$ cat src/rtl/hzu_pkg.sv
package hzu_pkg;

  typedef enum logic [2:0] {
    OP_NOP    = 3'd0,
    OP_ALU    = 3'd1,
    OP_LOAD   = 3'd2,
    OP_STORE  = 3'd3,
    OP_BRANCH = 3'd4
  } op_cls_e;

  localparam logic [1:0] SEL_RF    = 2'd0;
  localparam logic [1:0] SEL_EXMEM = 2'd1;
  localparam logic [1:0] SEL_MEMWB = 2'd2;

  localparam logic [1:0] MODE_NONE = 2'd0;

  localparam int NUM_SRC = 2;

  function automatic logic op_writes(input logic [2:0] c);
    return (c == OP_ALU) || (c == OP_LOAD);
  endfunction

  // idx 0: first source, idx 1: second source
  function automatic logic op_reads(input logic [2:0] c, input int idx);
    if (idx == 0)
      return (c == OP_ALU) || (c == OP_LOAD) || (c == OP_STORE) || (c == OP_BRANCH);
    return (c == OP_ALU) || (c == OP_STORE) || (c == OP_BRANCH);
  endfunction

  function automatic logic mode_ext(input logic [1:0] m);
    return m[1];
  endfunction

endpackage

$ cat src/rtl/hzu_src_match.sv
module hzu_src_match #(
  parameter int REG_W = 5
) (
  input  logic [REG_W-1:0] src,
  input  logic             src_used,
  input  logic [2:0]       prod_cls,
  input  logic [REG_W-1:0] prod_rd,
  output logic             hit
);
  import hzu_pkg::*;

  always_comb begin
    hit = src_used && (src != '0) && op_writes(prod_cls) && (prod_rd == src);
  end

endmodule

$ cat src/rtl/hzu_stall_ctl.sv
module hzu_stall_ctl #(
  parameter int REG_W = 5
) (
  input  logic [1:0]       mode,
  input  logic [2:0]       d_cls,
  input  logic [REG_W-1:0] d_rs1,
  input  logic [REG_W-1:0] d_rs2,
  input  logic [2:0]       e_cls,
  input  logic [REG_W-1:0] e_rd,
  input  logic [2:0]       m_cls,
  input  logic [REG_W-1:0] m_rd,
  output logic             hold
);
  import hzu_pkg::*;

  logic [REG_W-1:0] srcs [NUM_SRC];
  logic [NUM_SRC-1:0] hit_e, hit_m, need;

  assign srcs[0] = d_rs1;
  assign srcs[1] = d_rs2;

  for (genvar k = 0; k < NUM_SRC; k++) begin : g_src
    hzu_src_match #(.REG_W(REG_W)) i_me (
      .src(srcs[k]), .src_used(op_reads(d_cls, k)),
      .prod_cls(e_cls), .prod_rd(e_rd), .hit(hit_e[k]));
    hzu_src_match #(.REG_W(REG_W)) i_mm (
      .src(srcs[k]), .src_used(op_reads(d_cls, k)),
      .prod_cls(m_cls), .prod_rd(m_rd), .hit(hit_m[k]));

    always_comb begin
      if (mode == MODE_NONE)
        need[k] = hit_e[k] | hit_m[k];
      else if (mode_ext(mode) && (k == 1) && (d_cls == OP_STORE))
        need[k] = 1'b0;
      else
        need[k] = hit_e[k] && (e_cls == OP_LOAD);
    end
  end

  assign hold = |need;

  always_comb begin
    assert_only_load_stalls_R4: assert (!(mode != MODE_NONE && e_cls != OP_LOAD && hold))
      else $error("hold with bypass on and no load in execute");
    assert_r0_free_R8: assert (!(d_rs1 == '0 && d_rs2 == '0 && hold))
      else $error("hold caused by register 0");
  end

endmodule

$ cat src/rtl/hzu_fwd_sel.sv
module hzu_fwd_sel #(
  parameter int REG_W = 5
) (
  input  logic [1:0]       mode,
  input  logic [REG_W-1:0] src,
  input  logic             src_used,
  input  logic [2:0]       m_cls,
  input  logic [REG_W-1:0] m_rd,
  input  logic [2:0]       w_cls,
  input  logic [REG_W-1:0] w_rd,
  output logic [1:0]       sel
);
  import hzu_pkg::*;

  logic hit_m, hit_w;

  hzu_src_match #(.REG_W(REG_W)) i_mm (
    .src(src), .src_used(src_used), .prod_cls(m_cls), .prod_rd(m_rd), .hit(hit_m));
  hzu_src_match #(.REG_W(REG_W)) i_mw (
    .src(src), .src_used(src_used), .prod_cls(w_cls), .prod_rd(w_rd), .hit(hit_w));

  always_comb begin
    if (mode == MODE_NONE)
      sel = SEL_RF;
    else if (hit_m)
      sel = (m_cls == OP_ALU) ? SEL_EXMEM : SEL_RF;
    else if (hit_w)
      sel = SEL_MEMWB;
    else
      sel = SEL_RF;
  end

  always_comb begin
    assert_exmem_alu_R6: assert (!(sel == SEL_EXMEM && m_cls != OP_ALU))
      else $error("execute/memory bypass without ALU producer");
    assert_memwb_match_R6: assert (!(sel == SEL_MEMWB && w_rd != src))
      else $error("memory/writeback bypass of wrong register");
  end

endmodule

$ cat src/rtl/hazard_fwd_unit.sv
module hazard_fwd_unit #(
  parameter int REG_W = 5
) (
  input  logic [1:0]       byp_mode,
  input  logic [2:0]       dec_cls,
  input  logic [REG_W-1:0] dec_rs1,
  input  logic [REG_W-1:0] dec_rs2,
  input  logic [2:0]       ex_cls,
  input  logic [REG_W-1:0] ex_rd,
  input  logic [REG_W-1:0] ex_rs1,
  input  logic [REG_W-1:0] ex_rs2,
  input  logic             ex_br_taken,
  input  logic [2:0]       mem_cls,
  input  logic [REG_W-1:0] mem_rd,
  input  logic [2:0]       wb_cls,
  input  logic [REG_W-1:0] wb_rd,
  output logic             fetch_hold,
  output logic             dec_hold,
  output logic             fd_flush,
  output logic [1:0]       fwd_a_sel,
  output logic [1:0]       fwd_b_sel,
  output logic             st_mem_bypass,
  output logic             rf_we,
  output logic [REG_W-1:0] rf_waddr
);
  import hzu_pkg::*;

  logic [REG_W-1:0] ex_src [NUM_SRC];
  logic [1:0]       ex_sel [NUM_SRC];
  logic             st_hit;
  logic             br_pending, mem_busy;

  hzu_stall_ctl #(.REG_W(REG_W)) i_stall (
    .mode(byp_mode), .d_cls(dec_cls), .d_rs1(dec_rs1), .d_rs2(dec_rs2),
    .e_cls(ex_cls), .e_rd(ex_rd), .m_cls(mem_cls), .m_rd(mem_rd),
    .hold(dec_hold));

  assign ex_src[0] = ex_rs1;
  assign ex_src[1] = ex_rs2;

  for (genvar k = 0; k < NUM_SRC; k++) begin : g_fwd
    hzu_fwd_sel #(.REG_W(REG_W)) i_sel (
      .mode(byp_mode), .src(ex_src[k]), .src_used(op_reads(ex_cls, k)),
      .m_cls(mem_cls), .m_rd(mem_rd), .w_cls(wb_cls), .w_rd(wb_rd),
      .sel(ex_sel[k]));
  end

  assign fwd_a_sel = ex_sel[0];
  assign fwd_b_sel = ex_sel[1];

  hzu_src_match #(.REG_W(REG_W)) i_st (
    .src(ex_rs2), .src_used(ex_cls == OP_STORE),
    .prod_cls(mem_cls), .prod_rd(mem_rd), .hit(st_hit));

  always_comb begin
    st_mem_bypass = mode_ext(byp_mode) && st_hit && (mem_cls == OP_LOAD);
    br_pending    = (dec_cls == OP_BRANCH) || (ex_cls == OP_BRANCH);
    mem_busy      = (mem_cls == OP_LOAD) || (mem_cls == OP_STORE);
    fetch_hold    = br_pending || mem_busy || dec_hold;
    fd_flush      = (ex_cls == OP_BRANCH) && ex_br_taken;
    rf_we         = op_writes(wb_cls) && (wb_rd != '0);
    rf_waddr      = wb_rd;
  end

  always_comb begin
    assert_bypass_excl_R7: assert (!(st_mem_bypass && fwd_b_sel != SEL_RF))
      else $error("store-data bypass overlaps normal bypass");
    assert_flush_holds_R11: assert (!(fd_flush && !fetch_hold))
      else $error("flush while fetch runs");
    assert_one_write_R12: assert (!(rf_we && rf_waddr == '0))
      else $error("write to register 0");
    assert_dec_fetch_R10: assert (!(dec_hold && !fetch_hold))
      else $error("decode held while fetch runs");
  end

endmodule

$ cat config.mk
export PLATFORM = sky130hd
export DESIGN_NAME = hazard_fwd_unit
export DESIGN_NICKNAME = d
export VERILOG_FILES = /design/src/rtl/hzu_pkg.sv /design/src/rtl/hzu_src_match.sv /design/src/rtl/hzu_stall_ctl.sv /design/src/rtl/hzu_fwd_sel.sv /design/src/rtl/hazard_fwd_unit.sv
export SDC_FILE = /design/constraint.sdc
export NUM_CORES = 1
export LEC_CHECK = 0
export BUFFER_PORTS_ARGS = -buffer_cell sky130_fd_sc_hd__buf_2
export CORE_MARGIN = 1
export CORE_UTILIZATION = 25
export DETAILED_ROUTE_END_ITERATION = 12
export GPL_TIMING_DRIVEN = 1
export PLACE_DENSITY = 0.54
export SETUP_SLACK_MARGIN = 0.3
export SLEW_MARGIN = 5
export SYNTH_ARGS = -nofsm -noshare
export SYNTH_HDL_FRONTEND = slang
export SYNTH_HIERARCHICAL = 1
export SYNTH_SLANG_ARGS = --single-unit
$ cat constraint.sdc
create_clock -name vclk -period 2.4
set_input_delay 0.36 -clock vclk [all_inputs]
set_output_delay 0.36 -clock vclk [all_outputs]
set_load 0.02 [all_outputs]
Yosys cells after proc, flatten, opt, wreduce, memory -nomap -nowiden
Index checks and enable logic that the tools add are counted.
{"block": "totals", "inputBits": 50, "reg_bits": 0, "output_inout_bits": 14, "wordCells": 86}
{"block": "classes", "mux": 10, "n_reduce_logical": 53, "bitwise": 2, "n_eq_ne": 21}
{"cell": "$eq A5 B5 Y1", "n": 8}
{"cell": "$logic_and A1 B1 Y1", "n": 30}
{"cell": "$reduce_bool A5 Y1", "n": 5}
{"cell": "$eq A3 B2 Y1 const B", "n": 7}
{"cell": "$logic_or A1 B1 Y1", "n": 16}
{"cell": "$eq A3 B1 Y1 const B", "n": 4}
{"cell": "$mux W2", "n": 6}
{"cell": "$eq A3 B3 Y1 const B", "n": 2}
{"cell": "$mux W1", "n": 4}
{"cell": "$logic_not A2 Y1", "n": 1}
{"cell": "$or A1 B1 Y1", "n": 2}
{"cell": "$reduce_or A2 Y1", "n": 1}

Depth between registers and ports, before layout
Gate-level depths: netlist of the first run.
{"block": "logic_depth", "word_depth": 11, "depth_mapped": 8, "mapped_depth_nobuf": 8}

Cells and area by module
Netlist of the first run, hierarchy kept.
{"mod": "hzu_src_match", "n_inst": 9, "area_each_um2": 98.8, "cells_per_inst": 12, "seq_area_each_um2": 0.0}
{"mod": "hazard_fwd_unit", "n_inst": 1, "area_each_um2": 142.6, "cells_per_inst": 20, "seq_area_each_um2": 0.0}
{"mod": "hzu_stall_ctl", "n_inst": 1, "area_each_um2": 73.8, "cells_per_inst": 10, "seq_area_each_um2": 0.0}
{"mod": "hzu_fwd_sel", "n_inst": 2, "area_each_um2": 27.5, "cells_per_inst": 4, "seq_area_each_um2": 0.0}

Worst setup path after synthesis of the first run
No wires, ideal clock.
{"block": "synth_path", "path_kind": "input -> output", "start": "in dec_cls[2]", "end": "out fetch_hold", "t_required_ps": 2040, "slack_ps": 54, "path_stages": 7, "n_path_buf": 0, "arrival_ps": 1986, "cell_sequence": "mux2_2 > o211ai_1 > nor4b_2 > nor3_1 > a41oi_1 > o22a_2 > or4_1"}
{"block": "synth_via", "elab_cells_between_ends": 31, "classes_between": "4 x eq/ne; 3 x mux; 2 x bitwise; 22 x reduce/logical"}
{"element": "from (decl)", "line": "hazard_fwd_unit.sv:5", "text": "input logic [2:0] dec_cls,"}
{"element": "$eq A3 B1 Y1 or $eq A3 B2 Y1 (tied branches)", "line": "hzu_pkg.sv:27", "text": "return (c == OP_ALU) || (c == OP_STORE) || (c == OP_BRANCH);"}
{"element": "$logic_or A1 B1 Y1"}
{"element": "$logic_or A1 B1 Y1 (*)"}
{"element": "$logic_and A1 B1 Y1 (*) (3 in a row)", "line": "hzu_src_match.sv:13", "text": "hit = src_used && (src != '0) && op_writes(prod_cls) && (prod_rd == src);"}
{"element": "net i_stall.hit_m[1]", "line": "hzu_stall_ctl.sv:17", "text": "logic [NUM_SRC-1:0] hit_e, hit_m, need;"}
{"element": "$or A1 B1 Y1 (*)", "line": "hzu_stall_ctl.sv:32", "text": "need[k] = hit_e[k] | hit_m[k];"}
{"element": "$mux W1 (*)", "line": "hzu_stall_ctl.sv:31", "text": "if (mode == MODE_NONE)"}
{"element": "$reduce_or A2 Y1 (*)", "line": "hzu_stall_ctl.sv:40", "text": "assign hold = |need;"}
{"element": "net dec_hold", "line": "hazard_fwd_unit.sv:18", "text": "output logic dec_hold,"}
{"element": "$logic_or A1 B1 Y1 (*)", "line": "hazard_fwd_unit.sv:59", "text": "fetch_hold = br_pending || mem_busy || dec_hold;"}
{"element": "to (decl)", "line": "hazard_fwd_unit.sv:17", "text": "output logic fetch_hold,"}
Mark *: on every way through the listed nets, which the timed path passes. The rest lies on a longest branch.

Final worst setup path of the first run
{"block": "layout_path", "start": "in dec_cls[2]", "end": "out fetch_hold"}
{"block": "layout_via", "elab_chain_cells": 11, "elab_cells_between_ends": 31, "classes_between": "4 x eq/ne; 3 x mux; 2 x bitwise; 22 x reduce/logical"}
{"element": "$eq A3 B1 Y1 or $eq A3 B2 Y1 (tied branches)", "line": "hzu_pkg.sv:27"}
{"element": "$logic_or A1 B1 Y1"}
{"element": "$logic_or A1 B1 Y1 (*)"}
{"element": "$logic_and A1 B1 Y1 (*) (3 in a row)", "line": "hzu_src_match.sv:13"}
{"element": "net i_stall.hit_e[1]", "line": "hzu_stall_ctl.sv:17"}
{"element": "$logic_and A1 B1 Y1", "line": "hzu_stall_ctl.sv:36", "text": "need[k] = hit_e[k] && (e_cls == OP_LOAD);"}
{"element": "$mux W1", "line": "hzu_stall_ctl.sv:33", "text": "else if (mode_ext(mode) && (k == 1) && (d_cls == OP_STORE))"}
{"element": "$mux W1 (*)", "line": "hzu_stall_ctl.sv:31"}
{"element": "$reduce_or A2 Y1 (*)", "line": "hzu_stall_ctl.sv:40"}
{"element": "$logic_or A1 B1 Y1 (*)", "line": "hazard_fwd_unit.sv:59"}
Marks and branches as above.

==> results of run 1 <==
cell usage in the layout (no fill, tap or decap), types with 2 or more instances in the layout:
cell      Yosys  layout
o21ai_1       0       3
nor4_2        2       3
nand2_1       2       2
nor4_1        9       6
nor4_4        0       2
nor4b_4       0       2
o211ai_1      9       9
xnor2_1      21      19
nor3b_1       4       2
xnor2_2       9      11
inv_1        20      20
nand4_1       9       9
o21ai_0       9       6
nor2_2        0       2
xor2_1       18      18
nor2_1        7       5
buf_4         5      22
nor4b_2      10       8
buf_6         0      21
buf_2         0      48
final cells by class:
class	instances	area (um^2)	area share
multi-input combinational	121	1150	0.585
timing repair buffer	93	677	0.344
inverter	20	75.1	0.0381
tap	52	65.1	0.0331
how the worst max path moves through the flow:
stage	from	cells past startpoint	slack, ps	to
floorplan	dec_cls[2]	7	170	fetch_hold
detailed placement	dec_rs1[0]	9	-120	fetch_hold
global route	dec_rs2[1]	9	-130	fetch_hold
finish	dec_cls[2]	9	-30	fetch_hold
CTS	dec_cls[0]	10	-60	fetch_hold
global placement	dec_rs1[0]	9	-110	fetch_hold
routing by layer:
metal / wire, um / up-vias / part of all wire / global-route usage
li1: - / 705 / - / -
met1: 1740 / 611 / 0.47 / 0.195
met2: 1780 / 43 / 0.48 / 0.262
met3: 166 / 0 / 0.045 / 0.00289
met4: 0 / 0 / 0 / 0
met5: 0 / - / 0 / 0
kinds of logic after synthesis:
family,Yosys count,synth area share
AND/OR/NAND/NOR,50,0.346
AO/OA/AOI/OAI,22,0.127
XOR/XNOR,48,0.420
buffers and inverters,25,0.0970
multiplexers,1,0.00970
stage by stage:
stage / cell area [um^2] / instances / worst slack (ps) / hold slack (ps)
finish: 1970 / 286 / -34.4 / 1000
global route: 1970 / 286 / -130 / 1010
CTS: 1890 / 285 / -62.3 / 1010
detailed placement: 1660 / 277 / -125 / 1000
global placement: 1660 / 277 / -110 / 1010
floorplan: 1160 / 146 / 166 / 772
repair_timing:
item	CTS	global route
buffers inserted	8	1
pin swaps	11	11
hold endpoints to repair	0	0
cloned	0	0
hold buffers	0	0
gates resized for setup	42	14
setup endpoints to repair	5	6
power breakdown:
group	internal, W	switching, W
Sequential	0	0
Combinational	0.000174	0.000155
Clock	0	0
Total	0.000174	0.000155
worst max-delay path, stage by stage:
cell      delay (ps)
buf_6             90
mux2_4           300
o211ai_1         150
nor4b_4           80
nor3_2           160
a41oi_1           60
o22a_2           250
or4_4            470
buf_6            140
==> metrics, run 1 <==
Layout fillers 451; post-synth net total 196; total power density per cell area 167 mW/mm^2; Die H 70.2 um; count of mapped cells out of synthesis 146; Max FO, Critical Path 2; Mean Syn Cell Area 7.95 um^2; start point of the worst hold path wb_rd[0]; Ys Warns 6; number of design-rule violations left by the first detailed-router iteration 40; critical path arrival 2070 ps; layout sequential cell count 0; initial antenna violation count 0; final hold violations 0; biggest area contributors in the synthesized netlist xnor2_1 16%, xor2_1 14%, nor4b_2 13%; sink of the worst hold path rf_waddr[0]; cell count of the worst hold path 2; number of I/O port buffers 64; count of distinct cell types in the synthesized netlist 25; Die X-Extent 70.2 um; Worst Path Class, Setup input pin to output port; failing checks setup timing; number of remaining DRC errors 0; total setup violations reported at the end of the flow 1; leakage component of the power 0.902 nW; path category of the worst min-delay check input pin to output port; first-pass detailed-route iteration total 4; # IOs 64; post-layout util 0.446; actual slew at the worst max-slew pin 288 ps; first-pass GRT wire length 5930 um; area share of the leading cell type in the synthesized netlist 0.158; Relative slew margins 0.807; number of antenna diodes 0; Clock buffer cells 0; VDD IR max 0.0864 mV; area inside the core boundary 0.00441 mm^2; post-detailed-placement half-perimeter wirelength 2970 um; post-route ant nets 0; top-count cell post-synth xnor2_1; count of pins over their slew limit 0; Required @ worst endpoint 2040 ps; residual overflow from global routing 0; starting density of the core 0.263; Worst Setup End Kind output port; floorplan die area 0.00492 mm^2; fmax 411 MHz; top post-synthesis cells by count 21 x xnor2_1, 20 x inv_1, 18 x xor2_1; Post-Route Setup TNS -34.4 ps; post-route setup slack -34.4 ps; sequential fraction of the synthesis area 0; library cell occupying the most area in the post-synthesis netlist xnor2_1; CP startpoint kind input pin; WL final 3690 um; layout cell share with drive strength beyond 1 0.556; detailed-route wire length per cell 12.9 um; Max-cap violations 0; vias in the first global route 1313; final weighted congestion of routability-driven global placement 0.755; Total Power Consumption 0.000329 W; synthesized cell area 0.00116 mm^2; routed via count divided by cell count 4.75; Tcrit/Tclk final 1.01; total global-route track usage 0.142; synthesis-to-finish area growth 69.5%; Sequential Area 0 um^2; setup repair after global routing missed its margin yes; vias after detailed routing 1359; outcome finished with violations; standard-cell row count 24; maximum number of pins on one net before global-route repair 8; post-route minimum period 2430 ps; Total Nets Final 286
Power figures use the tool's default switching activity.
==> inputs of run 2 (changes only) <==
==> constraint.sdc (replaced) <==
create_clock -name vclk -period 3.1
set_input_delay 0.465 -clock vclk [all_inputs]
set_output_delay 0.465 -clock vclk [all_outputs]
set_load 0.02 [all_outputs]
==> run 2 against run 1 <==
The run now ends clean. Global-route usage decreased by 1.8 points. Routed wire length decreased by 13%. Power decreased by 39%. Critical path depth unchanged. Via count decreased by 7.5%. Setup slack improved by 390 ps. Largest cell class unchanged.
==> metrics, run 2 (same netlist as run 1, synthesis figures left out) <==
Clk network pwr share 0 (about the same); Total Power Consumption 0.000199 W (was 0.000329 W); Relative slew margins 0.743 (was 0.807); post-layout util 0.355 (was 0.446); first-pass detailed-route iteration total 4 (unchanged); fmax 364 MHz; starting density of the core 0.263 (unchanged); first-pass GRT wire length 5240 um (was 5930 um); # hold bufs at CTS 0 (unchanged); routed via count divided by cell count 4.89 (was 4.75); standard-cell row count 24 (unchanged); path category of the worst min-delay check input pin to output port (unchanged); total power density per cell area 127 mW/mm^2 (was 167 mW/mm^2); post-route minimum period 2750 ps; Worst Setup End Kind output port (unchanged); number of remaining DRC errors 0 (unchanged); CP startpoint kind input pin (unchanged); post-route ant nets 0 (unchanged); Power Internal 0.0000930 W (was 0.000174 W); most common cell after layout, fill and taps aside buf_2 (unchanged); Total Nets Final 257 (was 286); vias after detailed routing 1257 (was 1359); final hold violations 0 (unchanged); area inside the core boundary 0.00441 mm^2 (unchanged); number of antenna diodes 0 (unchanged); count of pins over their slew limit 0 (unchanged); leakage component of the power 0.687 nW (was 0.902 nW); Required @ worst endpoint 2630 ps (was 2040 ps); Sw Pwr 0.000106 W (was 0.000155 W); residual overflow from global routing 0 (unchanged); Max-cap violations 0 (unchanged); layout cell share with drive strength beyond 1 0.468 (was 0.556); final weighted congestion of routability-driven global placement 0.817 (was 0.755); initial antenna violation count 0 (unchanged); synthesis-to-finish area growth 34.8% (was 69.5%); number of I/O port buffers 64 (unchanged); placed cell area 0.00151 mm^2 (was 0.00166 mm^2); actual slew at the worst max-slew pin 384 ps (was 288 ps); post-detailed-placement half-perimeter wirelength 2770 um (was 2970 um); floorplan die area 0.00492 mm^2 (unchanged); # IOs 64 (unchanged); number of design-rule violations left by the first detailed-router iteration 71 (was 40); Post-Route Setup TNS 0 ps (was -34.4 ps); Die X-Extent 70.2 um (unchanged); critical path arrival 2280 ps (was 2070 ps); Max FO, Critical Path 4 (was 2); share of total power consumed by net switching 0.533 (was 0.472); register share of total power 0 (about the same); outcome completed (was finished with violations); leading cell types in the layout, fill and taps excluded 60 x buf_2, 21 x xnor2_1, 20 x inv_1 (was 48 x buf_2, 22 x buf_4, 21 x buf_6); total setup violations reported at the end of the flow 0 (was 1); Clock buffer cells 0 (unchanged); total global-route track usage 0.124 (was 0.142); Tcrit/Tclk final 0.886; VDD IR max 0.0622 mV (was 0.0864 mV); Sequential Area 0 um^2 (unchanged); Die H 70.2 um (unchanged); Worst Path Class, Setup input pin to output port (unchanged); detailed-route wire length per cell 12.4 um (was 12.9 um); post-route setup slack 355 ps (was -34.4 ps); total non-filler cell area in the finished layout 0.00157 mm^2 (was 0.00197 mm^2); pre-CTS setup slack 283 ps (was -125 ps); WL final 3190 um (was 3690 um); layout sequential cell count 0 (unchanged); maximum number of pins on one net before global-route repair 11 (was 8); portion of total power attributed to combinational logic 1.000 (about the same); vias in the first global route 1145 (was 1313); setup repair after global routing missed its margin no (was yes)
==> run 2: cell types whose count changed in the layout (fill, tap and decap cells not counted), sizes merged <==
| cell | previous run | this run |
|---|---|---|
| clkbuf | 0 | 1 |
| buf | 93 | 63 |
==> run 2: layer usage <==
| metal | GRT usage | vias up | share of wire |
|---|---|---|---|
| met5 | 0 | - | 0 |
| met2 | 0.215 | 45 | 0.46 |
| met3 | 0.00289 | 0 | 0.051 |
| li1 | - | 647 | - |
| met4 | 0 | 0 | 0 |
| met1 | 0.182 | 565 | 0.49 |
==> run 2: stage by stage <==
stage / std cells / hold WS (ps)
after floorplan: 146 / 982
after global placement: 257 / 1210
after detailed placement: 257 / 1210
after CTS: 257 / 1220
after global routing: 257 / 1220
final: 257 / 1210
==> run 2: area by class of cell <==
| class | count | area [um^2] |
|---|---|---|
| Fill cell | 475 | 2850 |
| Inverter | 20 | 75.1 |
| Multi-Input combinational cell | 121 | 1090 |
| Tap cell | 52 | 65.1 |
| Timing Repair Buffer | 64 | 334 |
==> run 2: worst paths after layout <==
kind	start	endpoint	slack (ps)	depth (start not counted)
setup / recovery	dec_rs2[3]	fetch_hold	350	9
hold / removal	wb_rd[0]	rf_waddr[0]	1210	2
==> run 2: critical path, cell delays in order <==
cell and delay, ps:
clkbuf_4 140, nor4_2 290, o21ai_1 110, nor4b_4 140, nor3_2 200, a41oi_1 60, o22a_2 250, or4_4 470
buf_6 140
==> run 2: what timing repair did <==
item	4_1_cts	5_1_grt
setup endpoints to repair	1	1
pin swaps	1	7
gates resized for setup	1	13
buffers inserted	0	0
==> run 2: power groups by stage <==
| stage | logic, W | clock network, W | registers (W) |
|---|---|---|---|
| 6_report | 0.000199 | 0 | 0 |
| 2_1_floorplan | 0.000106 | 0 | 0 |
| 3_5_place_dp | 0.000191 | 0 | 0 |
| 3_3_place_gp | 0.000192 | 0 | 0 |
| 5_1_grt | 0.000217 | 0 | 0 |
| 4_1_cts | 0.000193 | 0 | 0 |
==> inputs of run 3 (changes only) <==
--- a/config.mk
+++ b/config.mk
@@ -5,12 +5,11 @@
 export SDC_FILE = /design/constraint.sdc
 export NUM_CORES = 1
 export LEC_CHECK = 0
+export ABC_AREA = 1
 export BUFFER_PORTS_ARGS = -buffer_cell sky130_fd_sc_hd__buf_2
-export CORE_MARGIN = 1
 export CORE_UTILIZATION = 25
 export DETAILED_ROUTE_END_ITERATION = 12
-export GPL_TIMING_DRIVEN = 1
-export PLACE_DENSITY = 0.54
+export PLACE_DENSITY = 0.51
 export SETUP_SLACK_MARGIN = 0.3
 export SLEW_MARGIN = 5
 export SYNTH_ARGS = -nofsm -noshare
==> run 3 against run 2 <==
Setup slack better by 530 ps. Count of clock-buffer cells in the layout unchanged. Hold slack better by 4.6 ps. Critical path depth up 5. Routed wire length up 37%. Die area up 38%. Utilization down 2.7 points. Non-clock buffer count unchanged. Via count up 67%. Power up 9.4%. Global-route usage up 1.0 points. Synthesized cell count rose to 2.6 times the previous value. Critical path type unchanged.
==> metrics, run 3 <==
VDD IR max 0.0631 mV (was 0.0622 mV); area share of the leading cell type in the synthesized netlist 0.311 (was 0.158); Sw Pwr 0.000135 W (was 0.000106 W); cell count of the worst hold path 2 (unchanged); actual slew at the worst max-slew pin 247 ps (was 384 ps); Die H 82.4 um (was 70.2 um); Slowest cell on crit path xnor2_1 (was or4_4); post-detailed-placement half-perimeter wirelength 3820 um (was 2770 um); layout cell share with drive strength beyond 1 0.171 (was 0.468); portion of total power attributed to combinational logic 1.000 (about the same); synthesized cell area 0.00162 mm^2 (was 0.00116 mm^2); Mean Syn Cell Area 4.19 um^2 (was 7.95 um^2); Total Power Consumption 0.000218 W (was 0.000199 W); biggest area contributors in the synthesized netlist nand2_1 31%, inv_1 26%, nor2_1 17% (was xnor2_1 16%, xor2_1 14%, nor4b_2 13%); top-count cell post-synth nand2_1 (was xnor2_1); Tcrit/Tclk final 0.715 (was 0.886); total setup violations reported at the end of the flow 0 (unchanged); critical path arrival 1750 ps (was 2280 ps); detailed-route wire length per cell 8.43 um (was 12.4 um); post-route minimum period 2220 ps (was 2750 ps); share of total power consumed by net switching 0.620 (was 0.533); total non-filler cell area in the finished layout 0.00199 mm^2 (was 0.00157 mm^2); Ys Warns 6 (unchanged); leading cell types in the layout, fill and taps excluded 134 x nand2_1, 110 x inv_1, 72 x nor2_1 (was 60 x buf_2, 21 x xnor2_1, 20 x inv_1); # hold bufs at CTS 0 (unchanged); Sequential Area 0 um^2 (unchanged); synthesis-to-finish area growth 23.3% (was 34.8%); number of non-filler instances in the completed layout 520 (was 257); starting density of the core 0.265 (was 0.263); delay contributed by the slowest stage of the critical path 190 ps (was 470 ps); Total Nets Final 497 (was 257); number of I/O port buffers 64 (unchanged); vias after detailed routing 2100 (was 1257); residual overflow from global routing 0 (unchanged); top post-synthesis cells by count 134 x nand2_1, 110 x inv_1, 72 x nor2_1 (was 21 x xnor2_1, 20 x inv_1, 18 x xor2_1); area inside the core boundary 0.00610 mm^2 (was 0.00441 mm^2); most common cell after layout, fill and taps aside nand2_1 (was buf_2); number of design-rule violations left by the first detailed-router iteration 99 (was 71); leakage component of the power 1.46 nW (was 0.687 nW); Max FO, Critical Path 3 (was 4); most used cell along the critical path nand2_1; library cell occupying the most area in the post-synthesis netlist nand2_1 (was xnor2_1); number of antenna diodes 0 (unchanged); number of placed instances with taps included 520 (was 257); Post-Route Setup TNS 0 ps (unchanged); count of distinct cell types in the synthesized netlist 14 (was 25); Layout fillers 777 (was 475); Required @ worst endpoint 2630 ps (about the same); Worst Setup End Kind output port (unchanged); WL final 4390 um (was 3190 um); Clk network pwr share 0 (about the same); path category of the worst min-delay check input pin to output port (unchanged); CP startpoint kind input pin (unchanged); fmax 451 MHz (was 364 MHz); setup repair after global routing missed its margin no (unchanged); total global-route track usage 0.134 (was 0.124); total power density per cell area 109 mW/mm^2 (was 127 mW/mm^2); Worst Path Class, Setup input pin to output port (unchanged); final hold violations 0 (unchanged); first-pass detailed-route iteration total 4 (unchanged); final weighted congestion of routability-driven global placement 0.813 (was 0.817); Die X-Extent 82.4 um (was 70.2 um); floorplan die area 0.00680 mm^2 (was 0.00492 mm^2); standard-cell row count 28 (was 24); post-synth net total 436 (was 196); sequential fraction of the synthesis area 0 (unchanged); total of cells resized after clock tree synthesis 0 (was 1); first-pass GRT wire length 7520 um (was 5240 um); Relative slew margins 0.834 (was 0.743); number of setup buffers added after CTS 0 (unchanged); placed cell area 0.00199 mm^2 (was 0.00151 mm^2); # IOs 64 (unchanged); critical path cell sequence buf_2 -> nor2_1 -> xnor2_1 -> nand3_1 -> nor2_1 -> inv_1 -> nand2_1 -> nand3_1 -> nand2_1 -> nand2_1 -> inv_1 -> a21oi_1 -> nand3_2 -> buf_2 (was clkbuf_4 -> nor4_2 -> o21ai_1 -> nor4b_4 -> nor3_2 -> a41oi_1 -> o22a_2 -> or4_4 -> buf_6); post-route ant nets 0 (unchanged); initial antenna violation count 0 (unchanged); vias in the first global route 1811 (was 1145); Max-cap violations 0 (unchanged); layout sequential cell count 0 (unchanged); register share of total power 0 (about the same); Clock buffer cells 0 (unchanged); number of remaining DRC errors 0 (unchanged); maximum number of pins on one net before global-route repair 15 (was 11); count of pins over their slew limit 0 (unchanged); outcome completed (unchanged); Power Internal 0.0000829 W (was 0.0000930 W); count of mapped cells out of synthesis 386 (was 146); routed via count divided by cell count 4.04 (was 4.89)
[run 3: per-layer routing]
layer / vias up / share of wire / GRT usage
met5: - / 0 / 0
met3: 2 / 0.047 / 0.00659
met4: 0 / 0.0034 / 0.00702
met2: 42 / 0.44 / 0.239
met1: 839 / 0.51 / 0.185
li1: 1217 / - / -
[run 3: final timing paths]
| path | from | endpoint |
|---|---|---|
| max | dec_cls[1] | fetch_hold |
| min | wb_rd[4] | rf_waddr[4] |
[run 3: final cells by class]
class | instances | area (um^2) | share of cell area
timing repair buffer | 64 | 320 | 0.161
tap | 75 | 93.8 | 0.0471
multi-input combinational | 271 | 1170 | 0.585
inverter | 110 | 413 | 0.207
[run 3: power by group through the flow]
stage / clock network [W] / logic [W] / registers, W
6_report: 0 / 0.000218 / 0
5_1_grt: 0 / 0.000254 / 0
4_1_cts: 0 / 0.000221 / 0
3_5_place_dp: 0 / 0.000220 / 0
3_3_place_gp: 0 / 0.000217 / 0
2_1_floorplan: 0 / 0.000129 / 0
[run 3: cells by family after synthesis]
family | count (synthesis) | synth area share
AOI/OAI and AO/OA | 3 | 0.00928
xor gates and xnor gates | 10 | 0.0541
buffers and inverters | 115 | 0.278
and+or+nand+nor | 258 | 0.658
[run 3: through the flow]
| stage | util | hold slack, ps | setup slack [ps] |
|---|---|---|---|
| after floorplan | - | 1020 | 1100 |
| after global routing | 0.327 | 1230 | 690 |
| after CTS | 0.327 | 1220 | 889 |
| final | 0.327 | 1220 | 884 |
| after detailed placement | 0.327 | 1220 | 898 |
| after global placement | 0.327 | 1220 | 911 |
[run 3: critical path, delay by kind of cell]
family,cells,cell delay [ps]
XOR/XNOR,1,190
buffers and inverters,4,380
AO/OA/AOI/OAI,1,50
AND/OR/NAND/NOR,8,660
